[src/rtl/sar_pkg.sv]
package sar_pkg;
  typedef enum logic [1:0] {
    SEQ_IDLE = 2'd0,
    SEQ_WAIT = 2'd1,
    SEQ_RUN  = 2'd2
  } seq_state_e;
endpackage

[src/rtl/sar_prescaler.sv]
module sar_prescaler #(
  parameter int DIV_W = 3,
  localparam int CNT_W = (1 << DIV_W) - 1
) (
  input  logic             clk_i,
  input  logic             rst_ni,
  input  logic             en_i,
  input  logic [DIV_W-1:0] div_sel_i,
  output logic             rise_o,
  output logic             fall_o
);
  logic [CNT_W-1:0] cnt_q, last, half;

  always_comb begin
    if (div_sel_i == '0) last = CNT_W'(1);
    else                 last = (CNT_W'(1) << div_sel_i) - CNT_W'(1);
    half = last >> 1;
  end

  assign rise_o = en_i && (cnt_q >= last);
  assign fall_o = en_i && (cnt_q == half);

  always_ff @(posedge clk_i or negedge rst_ni) begin
    if (!rst_ni)             cnt_q <= '0;
    else if (!en_i)          cnt_q <= '0;
    else if (cnt_q >= last)  cnt_q <= '0;
    else                     cnt_q <= cnt_q + CNT_W'(1);
  end
endmodule

[src/rtl/sar_core.sv]
module sar_core
  import sar_pkg::*;
#(
  parameter int RES_W   = 10,
  parameter int CH_W    = 3,
  parameter int REF_W   = 2,
  parameter int NORM_SH = 1,
  parameter int INIT_SH = 13,
  localparam int CYC_W  = $clog2(INIT_SH + RES_W + 3)
) (
  input  logic             clk_i,
  input  logic             rst_ni,
  input  logic             en_i,
  input  logic             start_we_i,
  input  logic             start_wd_i,
  input  logic [CH_W-1:0]  chan_i,
  input  logic [REF_W-1:0] ref_sel_i,
  input  logic             rise_i,
  input  logic             fall_i,
  input  logic             cmp_i,
  output logic             busy_o,
  output logic [CH_W-1:0]  mux_sel_o,
  output logic [REF_W-1:0] ref_sel_o,
  output logic             sh_o,
  output logic [RES_W-1:0] dac_code_o,
  output logic             res_we_o,
  output logic [RES_W-1:0] res_o
);
  seq_state_e       state_q;
  logic             first_q;
  logic [CYC_W-1:0] cyc_q, samp, bit_lo, bit_hi, last_cyc;
  logic [RES_W-1:0] code_q, mask_q;
  logic             in_bits;

  always_comb begin
    samp     = first_q ? CYC_W'(INIT_SH) : CYC_W'(NORM_SH);
    bit_lo   = samp + CYC_W'(1);
    bit_hi   = samp + CYC_W'(RES_W);
    last_cyc = samp + CYC_W'(RES_W + 1);
    in_bits  = (cyc_q >= bit_lo) && (cyc_q <= bit_hi);
  end

  assign busy_o     = (state_q != SEQ_IDLE);
  assign dac_code_o = code_q | mask_q;

  always_ff @(posedge clk_i or negedge rst_ni) begin
    if (!rst_ni) begin
      state_q   <= SEQ_IDLE;
      first_q   <= 1'b1;
      cyc_q     <= '0;
      code_q    <= '0;
      mask_q    <= '0;
      mux_sel_o <= '0;
      ref_sel_o <= '0;
      sh_o      <= 1'b0;
      res_we_o  <= 1'b0;
      res_o     <= '0;
    end else if (!en_i) begin
      // abort and re-arm the long first conversion
      state_q  <= SEQ_IDLE;
      first_q  <= 1'b1;
      code_q   <= '0;
      mask_q   <= '0;
      sh_o     <= 1'b0;
      res_we_o <= 1'b0;
    end else begin
      sh_o     <= 1'b0;
      res_we_o <= 1'b0;
      unique case (state_q)
        SEQ_IDLE: if (start_we_i && start_wd_i) state_q <= SEQ_WAIT;
        SEQ_WAIT: if (rise_i) begin
          state_q   <= SEQ_RUN;
          cyc_q     <= '0;
          code_q    <= '0;
          mask_q    <= {1'b1, {(RES_W-1){1'b0}}};
          mux_sel_o <= chan_i;
          ref_sel_o <= ref_sel_i;
        end
        SEQ_RUN: begin
          if (fall_i && cyc_q == samp) sh_o <= 1'b1;
          if (rise_i) begin
            if (in_bits) begin
              if (cmp_i) code_q <= code_q | mask_q;
              mask_q <= mask_q >> 1;
            end
            if (cyc_q == last_cyc) begin
              res_o    <= code_q;
              res_we_o <= 1'b1;
              first_q  <= 1'b0;
              state_q  <= SEQ_IDLE;
            end else begin
              cyc_q <= cyc_q + CYC_W'(1);
            end
          end
        end
        default: state_q <= SEQ_IDLE;
      endcase
    end
  end
endmodule

[src/rtl/sar_result.sv]
module sar_result #(
  parameter int RES_W  = 10,
  parameter int DATA_W = 8,
  localparam int PAIR_W = 2 * DATA_W
) (
  input  logic [RES_W-1:0]  res_i,
  input  logic              left_adj_i,
  output logic [DATA_W-1:0] hi_o,
  output logic [DATA_W-1:0] lo_o
);
  logic [PAIR_W-1:0] pair;

  always_comb begin
    if (left_adj_i) pair = {res_i, {(PAIR_W-RES_W){1'b0}}};
    else            pair = PAIR_W'(res_i);
  end

  assign hi_o = pair[PAIR_W-1:DATA_W];
  assign lo_o = pair[DATA_W-1:0];
endmodule

[src/rtl/sar_seq.sv]
module sar_seq #(
  parameter int RES_W   = 10,
  parameter int CH_W    = 3,
  parameter int REF_W   = 2,
  parameter int DIV_W   = 3,
  parameter int DATA_W  = 8,
  parameter int NORM_SH = 1,
  parameter int INIT_SH = 13
) (
  input  logic              clk_i,
  input  logic              rst_ni,
  input  logic              en_i,
  input  logic              start_we_i,
  input  logic              start_wd_i,
  input  logic [CH_W-1:0]   chan_i,
  input  logic [REF_W-1:0]  ref_sel_i,
  input  logic              left_adj_i,
  input  logic [DIV_W-1:0]  div_sel_i,
  input  logic              cmp_i,
  output logic              busy_o,
  output logic [CH_W-1:0]   mux_sel_o,
  output logic [REF_W-1:0]  ref_sel_o,
  output logic              sh_o,
  output logic [RES_W-1:0]  dac_code_o,
  output logic [DATA_W-1:0] data_hi_o,
  output logic [DATA_W-1:0] data_lo_o,
  output logic              done_o
);
  logic             rise, fall;
  logic [RES_W-1:0] res;

  sar_prescaler #(.DIV_W(DIV_W)) u_div (
    .clk_i, .rst_ni, .en_i, .div_sel_i,
    .rise_o(rise), .fall_o(fall)
  );

  sar_core #(
    .RES_W(RES_W), .CH_W(CH_W), .REF_W(REF_W),
    .NORM_SH(NORM_SH), .INIT_SH(INIT_SH)
  ) u_core (
    .clk_i, .rst_ni, .en_i, .start_we_i, .start_wd_i, .chan_i, .ref_sel_i,
    .rise_i(rise), .fall_i(fall), .cmp_i,
    .busy_o, .mux_sel_o, .ref_sel_o, .sh_o, .dac_code_o,
    .res_we_o(done_o), .res_o(res)
  );

  sar_result #(.RES_W(RES_W), .DATA_W(DATA_W)) u_fmt (
    .res_i(res), .left_adj_i, .hi_o(data_hi_o), .lo_o(data_lo_o)
  );
endmodule

[config.mk]
export PLATFORM = sky130hd
export DESIGN_NAME = sar_seq
export DESIGN_NICKNAME = d
export VERILOG_FILES = /design/src/rtl/sar_pkg.sv /design/src/rtl/sar_prescaler.sv /design/src/rtl/sar_core.sv /design/src/rtl/sar_result.sv /design/src/rtl/sar_seq.sv
export SDC_FILE = /design/constraint.sdc
export NUM_CORES = 1
export LEC_CHECK = 0
export ABC_AREA = 0
export BUFFER_PORTS_ARGS = -buffer_cell sky130_fd_sc_hd__buf_4
export CORE_AREA = 2 2 67 101
export CTS_BUF_LIST = sky130_fd_sc_hd__clkbuf_16
export DETAILED_ROUTE_END_ITERATION = 8
export DIE_AREA = 0 0 69 103
export PLACE_DENSITY = 0.69
export SLEW_MARGIN = 40
export SYNTH_ARGS = -nofsm -noshare
export SYNTH_HDL_FRONTEND = slang
export SYNTH_SLANG_ARGS = --single-unit
[constraint.sdc]
create_clock -name clk_i -period 3.9 [get_ports clk_i]
set_input_delay 0.39 -clock clk_i [delete_from_list [all_inputs] [get_ports clk_i]]
set_output_delay 0.39 -clock clk_i [all_outputs]
set_load 0.1 [all_outputs]
## Word level (Yosys, flattened, before mapping)

Cells that the tools add are included.

| operators by class | value |
|---|---|
| muxes and demuxes | 37 |
| bitwise logic cells | 1 |
| shifts and indexed selects | 1 |
| add/subtract/negate cells | 6 |
| equal/unequal tests | 18 |
| reductions and logical operators | 16 |
| magnitude comparators | 3 |

Operators by type and width:

| cell | number |
|---|---|
| $mux 10 | 9 |
| $pmux 10 s2 | 2 |
| $mux 7 | 3 |
| $mux 16 | 1 |
| $mux 5 | 3 |
| $reduce_and 4->1 | 3 |
| $mux 1 | 11 |
| $add 5x1->5 const B | 2 |
| $add 5x4->5 const B | 2 |
| $eq 5x5->1 | 2 |
| $mux 2 | 5 |
| $or 10x10->10 | 1 |
| $pmux 5 s2 | 1 |
| $reduce_and 5->1 | 2 |
| $ne 3x2->1 const B | 3 |
| $ne 3x3->1 const B | 3 |
| $add 7x1->7 const B | 1 |
| $eq 7x6->1 | 1 |
| $ge 7x7->1 | 1 |
| $shl 1x3->7 const A | 1 |
| $sub 7x2->7 const B | 1 |
| $ne 2x1->1 const B | 3 |
| $ne 2x2->1 const B | 3 |
| $pmux 2 s3 | 1 |
| 11 further kinds | 17 |

| storage, ports and cells | value |
|---|---|
| logic and storage cells | 93 |
| bits of input ports | 15 |
| output and inout port bits | 34 |
| register bits | 52 |

## Logic depth before layout (Yosys ltp)

| logic depth | value |
|---|---|
| depth in word-level cells | 9 |
| depth in mapped cells | 9 |
| gate-level depth less buffers | 7 |

## Modules after synthesis

Synthesis repeated with hierarchy kept, for this count alone.

| unflattened totals | value |
|---|---|
| cells, all modules | 303 |
| area, all modules | 2912.8 um^2 |

Modules (own cells, without submodules):

| module | area an instance (um^2) | times used | cells each | seq. area each (um^2) |
|---|---|---|---|---|
| sar_core | 2189.6 | 1 | 222 | 1127.3 |
| sar_prescaler | 565.5 | 1 | 63 | 175.2 |
| sar_result | 157.7 | 1 | 18 | 0.0 |

## Worst setup path before layout

OpenSTA, ideal clock, no wires.

| path | value |
|---|---|
| path type | in2out |
| start point | input port left_adj_i |
| end point | output port data_lo_o[2] |
| cell stages on the path | 3 |
| data arrival time | 2.082 ns |
| buffers on the path | 2 |
| required time | 3.510 ns |
| path slack | 1.428 ns |
| cells stage by stage | clkbuf_1 > clkbuf_1 > nor2b_1 |

| between the ends | value |
|---|---|
| word-level cells in the longest chain between the ends | 1 |

RTL lines:

| what | RTL line | source |
|---|---|---|
| start: declaration | sar_seq.sv:17 | `input logic left_adj_i,` |
| $mux 16 | sar_result.sv:14 | `if (left_adj_i) pair = {res_i, {(PAIR_W-RES_W){1'b0}}};` |
| end: declaration | sar_seq.sv:26 | `output logic [DATA_W-1:0] data_lo_o,` |

No other way between the ends.

## Worst setup path in the final report

| path | value |
|---|---|
| start point | register u_core.first_q |
| end point | register u_core.code_q[1] |

| between the ends | value |
|---|---|
| word-level cells in the longest chain between the ends | 6 |
| elaborated cells between the ends (all ways) | 8 |
| those cells by class | add/sub: 2; order compare: 2; eq/ne: 1; mux: 1; reduce/logical: 2 |

RTL lines:

| what | RTL line | source |
|---|---|---|
| start: declaration | sar_core.sv:30 | `logic first_q;` |
| start signal: assignment | sar_core.sv:49 | `first_q <= 1'b1;` |
| start signal: assignment | sar_core.sv:61 | `first_q <= 1'b1;` |
| start signal: assignment | sar_core.sv:89 | `first_q <= 1'b0;` |
| $mux 4 * | sar_core.sv:36 | `samp = first_q ? CYC_W'(INIT_SH) : CYC_W'(NORM_SH);` |
| $add 5x1->5 / $add 5x4->5 (equally long branches) | sar_core.sv:37, sar_core.sv:38 |  |
| $ge 5x5->1 / $le 5x5->1 (equally long branches) | sar_core.sv:40 | `in_bits = (cyc_q >= bit_lo) && (cyc_q <= bit_hi);` |
| $logic_and 1x1->1 * | sar_core.sv:40 |  |
| $ne 3x2->1 (no source line) * | -- |  |
| $reduce_and 5->1 (no source line) * | -- |  |
| end signal: assignment | sar_core.sv:83 | `if (cmp_i) code_q <= code_q \| mask_q;` |
| end: declaration | sar_core.sv:32 | `logic [RES_W-1:0] code_q, mask_q;` |

Every way passes the cells marked *; elsewhere a longest branch is shown, timed or not.
A chain may end at the register's enable or synchronous reset.

==> summary by stage <==
Floorplan
The initial utilization of the core area, before any placement, comes to 0.470. The total die area is 7110 um2. After floorplanning, the core was divided into 36 placement rows. The core region is 6310 um2. Measured along the x axis, the die boundary spans 69 um. The die span in y is 103 um. The number of ports placed on the die boundary is 49.

Worst setup path
Walking the worst path, the cells encountered are inv_1, ha_1, and4b_1, a2111oi_0, o21ai_0, a21o_1, buf_8, o31ai_1. Grouping stages by cell kind, the critical path spends the most delay in compound AO/OA/AOI/OAI gates. The largest single stage delay on the critical path is 530 ps.

The worst setup path category is flop to flop. The critical path data arrival time is 2830 ps. Data on the critical path is required at its endpoint by 4090 ps. The type of element capturing the critical path is a flop. The worst setup path is launched from a flop.

Along the worst path, the maximum fanout reaches 12. Among all stages on the critical path, the largest delay is contributed by dfstp_2. The count of buffering cells on the critical path with inverters included is 2.

GRT
For this run, the total global-route usage over all layers was measured as 0.186. After global routing the overflow that remains totals 0. The number of global-route vias before repair was 2304. Entering global routing, the biggest net connects 53 pins. The number of antenna violations at the first check in global routing is 0. The first-pass GRT wire length is 10800 um.

Place
The number of buffers inserted by port buffering is 48. The final weighted congestion in routability-driven placement is 0.842. The total placed instance area is 3360 um2. The half-perimeter wire length after placement is 4470 um.

Clocking
Buffers inserted during clock tree synthesis total 5. The H-tree was split into 2 levels. The number of hold-repair buffers added at the cts stage is 0.

After clock tree synthesis, the setup repair step added 0 buffers. Clock-pin slew was measured on the worst setup and hold paths at 70 ps. The CTS tree is built. The clock tree root driver cell is clkbuf_16. Post-CTS repair changed the size of 0 cells. The clock latency reported for the late side of the worst-skew pair is 290 ps.

Clock tree synthesis found a total of 52 sinks. Counting along the longest clock path gives a buffer depth of 2.

Power
The largest voltage drop on the vdd net is 0.196 mV. In this run the static leakage power is 1.77 nW. Dividing total power by cell area gives a power density of 323 nW/um2.

Drt
The post-route DRC violation count is 0. The total routed wirelength is 6050 um. In this run the remaining antenna-violating nets after routing total 0. The number of search-and-repair iterations in the first detailed-routing pass is 4. The detailed-routed wire length on met2 is 3150 um. The top metal layer carrying routed signals is met4. For this block, the via count after detailed routing is 2273. For this block, the initial DRC count from the detailed router was 100. After detailed routing, the average wire length per cell comes to 14.6 um. Using the TritonRoute via totals, the vias-per-cell ratio works out to 5.48.

After detailed routing, the wire length on met1 is 2560 um. The amount of wire on met3 after detailed routing is 245 um.

STA
The maximum operating frequency is 379 MHz. Setup total negative slack on the finished layout was measured at 0 ps. The number of slew-limit violations in the final report came to 0. Of the available clock period, the critical path in the final layout requires 0.676. The count of endpoints failing hold in the final timing report is 0. The final number of setup-violating endpoints is 0. Across the routed clock network, the largest skew measured is 7.01 ps.

At the pin with the least slew margin, the transition time is 664 ps. Setup repair after global routing left no endpoint under its margin. Subtracting the final worst setup slack from the clock period gives 2640 ps. The worst max-slew margin expressed relative to the limit is 0.557.

Logic synthesis
The total number of yosys warnings is 0. The unique cell type count in the Yosys netlist is 53. Yosys attributes the largest share of cell area to dfrtp_1 (43%), ha_1 (6.3%), nand2_1 (4.6%).

The instance count of the mapped netlist is 295. The number of flops mapped to enable cells by yosys is 0. In this run the mean area of a mapped cell was 10.1 um2. The share of synthesized area in the top cell type comes to 0.430.

The synthesized flop and latch total is 52. Of all flip-flops after synthesis, the portion carrying an async set or reset was 1.00. For this run, the register share of the synthesized area comes to 0.439. The number of nets produced by synthesis is 325. After synthesis the cells add up to 2970 um2. The cell taking the most area after synthesis is dfrtp_1. The predominant post-synthesis flop cell is dfrtp_1.

Final layout
The antenna diode instance count is 0. The fill cell total of the finished layout is 587. The area overhead of the layout relative to synthesis is 19.0%. The sequential cells in the finished layout cover a total of 1300 um2. For this run, the post-layout net count is 368. The multi-input combinational cell area is 1550 um2. The final instance area is 3530 um2. The library cells used most frequently in the layout, excluding fill and tap cells, are buf_4 (51), dfrtp_1 (51), nand2_1 (36). The ratio of cells with drive above 1 in the final layout is 0.292.

Hold path
The type of the tightest min-delay check is input pin to async pin.

Job
The number of violations of the max-capacitance limit is 0.

Run status
The flow ran to the end, and the final reports show no timing, DRC or antenna violations.
registers in the layout, summed over array words and instances, names as in the netlist:
name              flops
u_core.state_q        2
u_div.cnt_q           7
u_core.sh_o           1
u_core.mux_sel_o      3
u_core.code_q        10
u_core.first_q        1
u_core.mask_q        10
u_core.res_we_o       1
u_core.res_o         10
u_core.cyc_q          5
u_core.ref_sel_o      2
per-stage QoR:
stage	cells	hold WS [ps]	worst slack (ps)	power (mW)	util
after floorplan	295	94.4	1430	0.656	-
after global placement	406	470	1290	0.698	0.533
after detailed placement	406	468	1220	0.700	0.533
after CTS	414	157	1210	1.16	0.558
after global routing	415	188	1080	1.19	0.560
final	415	123	1260	1.14	0.560
cells in the mapped netlist, types with 2 or more instances:
library cell	number
a2111oi_0	2
a211oi_1	3
a21boi_0	2
a21oi_1	4
and2_1	6
and3_1	2
buf_2	2
buf_6	2
clkbuf_1	10
dfrtp_1	51
ha_1	15
inv_1	9
mux2_2	11
mux2_4	8
mux2i_1	9
nand2_1	36
nand2b_1	4
nand3_1	8
nand4_1	2
nand4b_1	2
nor2_1	20
nor2b_1	7
nor3_1	6
o211ai_1	10
o21ai_0	10
o31ai_1	11
or2_2	11
xnor2_1	3
xor2_1	5
logic make-up (layout without fill, tap and decap cells):
logic type | after synthesis | in the layout | share of synthesized area
xor gates and xnor gates | 8 | 8 | 0.0236
AOI/OAI and AO/OA | 55 | 55 | 0.131
adders and majority gates | 15 | 15 | 0.0633
buffers and inverters | 25 | 69 | 0.0388
and+or+nand+nor | 112 | 112 | 0.192
DFF | 52 | 52 | 0.439
muxes | 28 | 28 | 0.113
final timing paths:
check                                    startpoint  slack, ps                   to  cells after the start
worst min register to register  u_core.ref_sel_o[1]        510  u_core.ref_sel_o[1]                      1
max in group asynchronous                    rst_ni       3320     u_core.mask_q[6]                      1
worst min-delay path                         rst_ni        120      u_core.res_o[3]                      1
min in group clk_i                        chan_i[1]        330  u_core.mux_sel_o[1]                      2
worst max-delay path                 u_core.first_q       1260     u_core.code_q[1]                      8
worst max register to register       u_core.first_q       1260     u_core.code_q[1]                      8
layer usage:
| metal | up-vias | global-route usage |
|---|---|---|
| li1 | 1129 | - |
| met1 | 1088 | 0.228 |
| met2 | 50 | 0.336 |
| met3 | 6 | 0.0303 |
| met4 | 0 | 0.0603 |
| met5 | - | 0 |
power by group:
part	switching [mW]	total, mW	internal, mW
sequential	0.0119	0.560	0.548
clock	0.209	0.452	0.244
combinational	0.0915	0.129	0.0373
layout make-up:
cell class	instances	area share
flip-flops and latches	52	0.369
clock buffers	5	0.0354
repair buffers	52	0.113
multi-input cells	218	0.439
clock inverters	3	0.00780
inverters	9	0.00957
well taps	76	0.0269
Note: power is estimated with default switching activity, not from simulation.
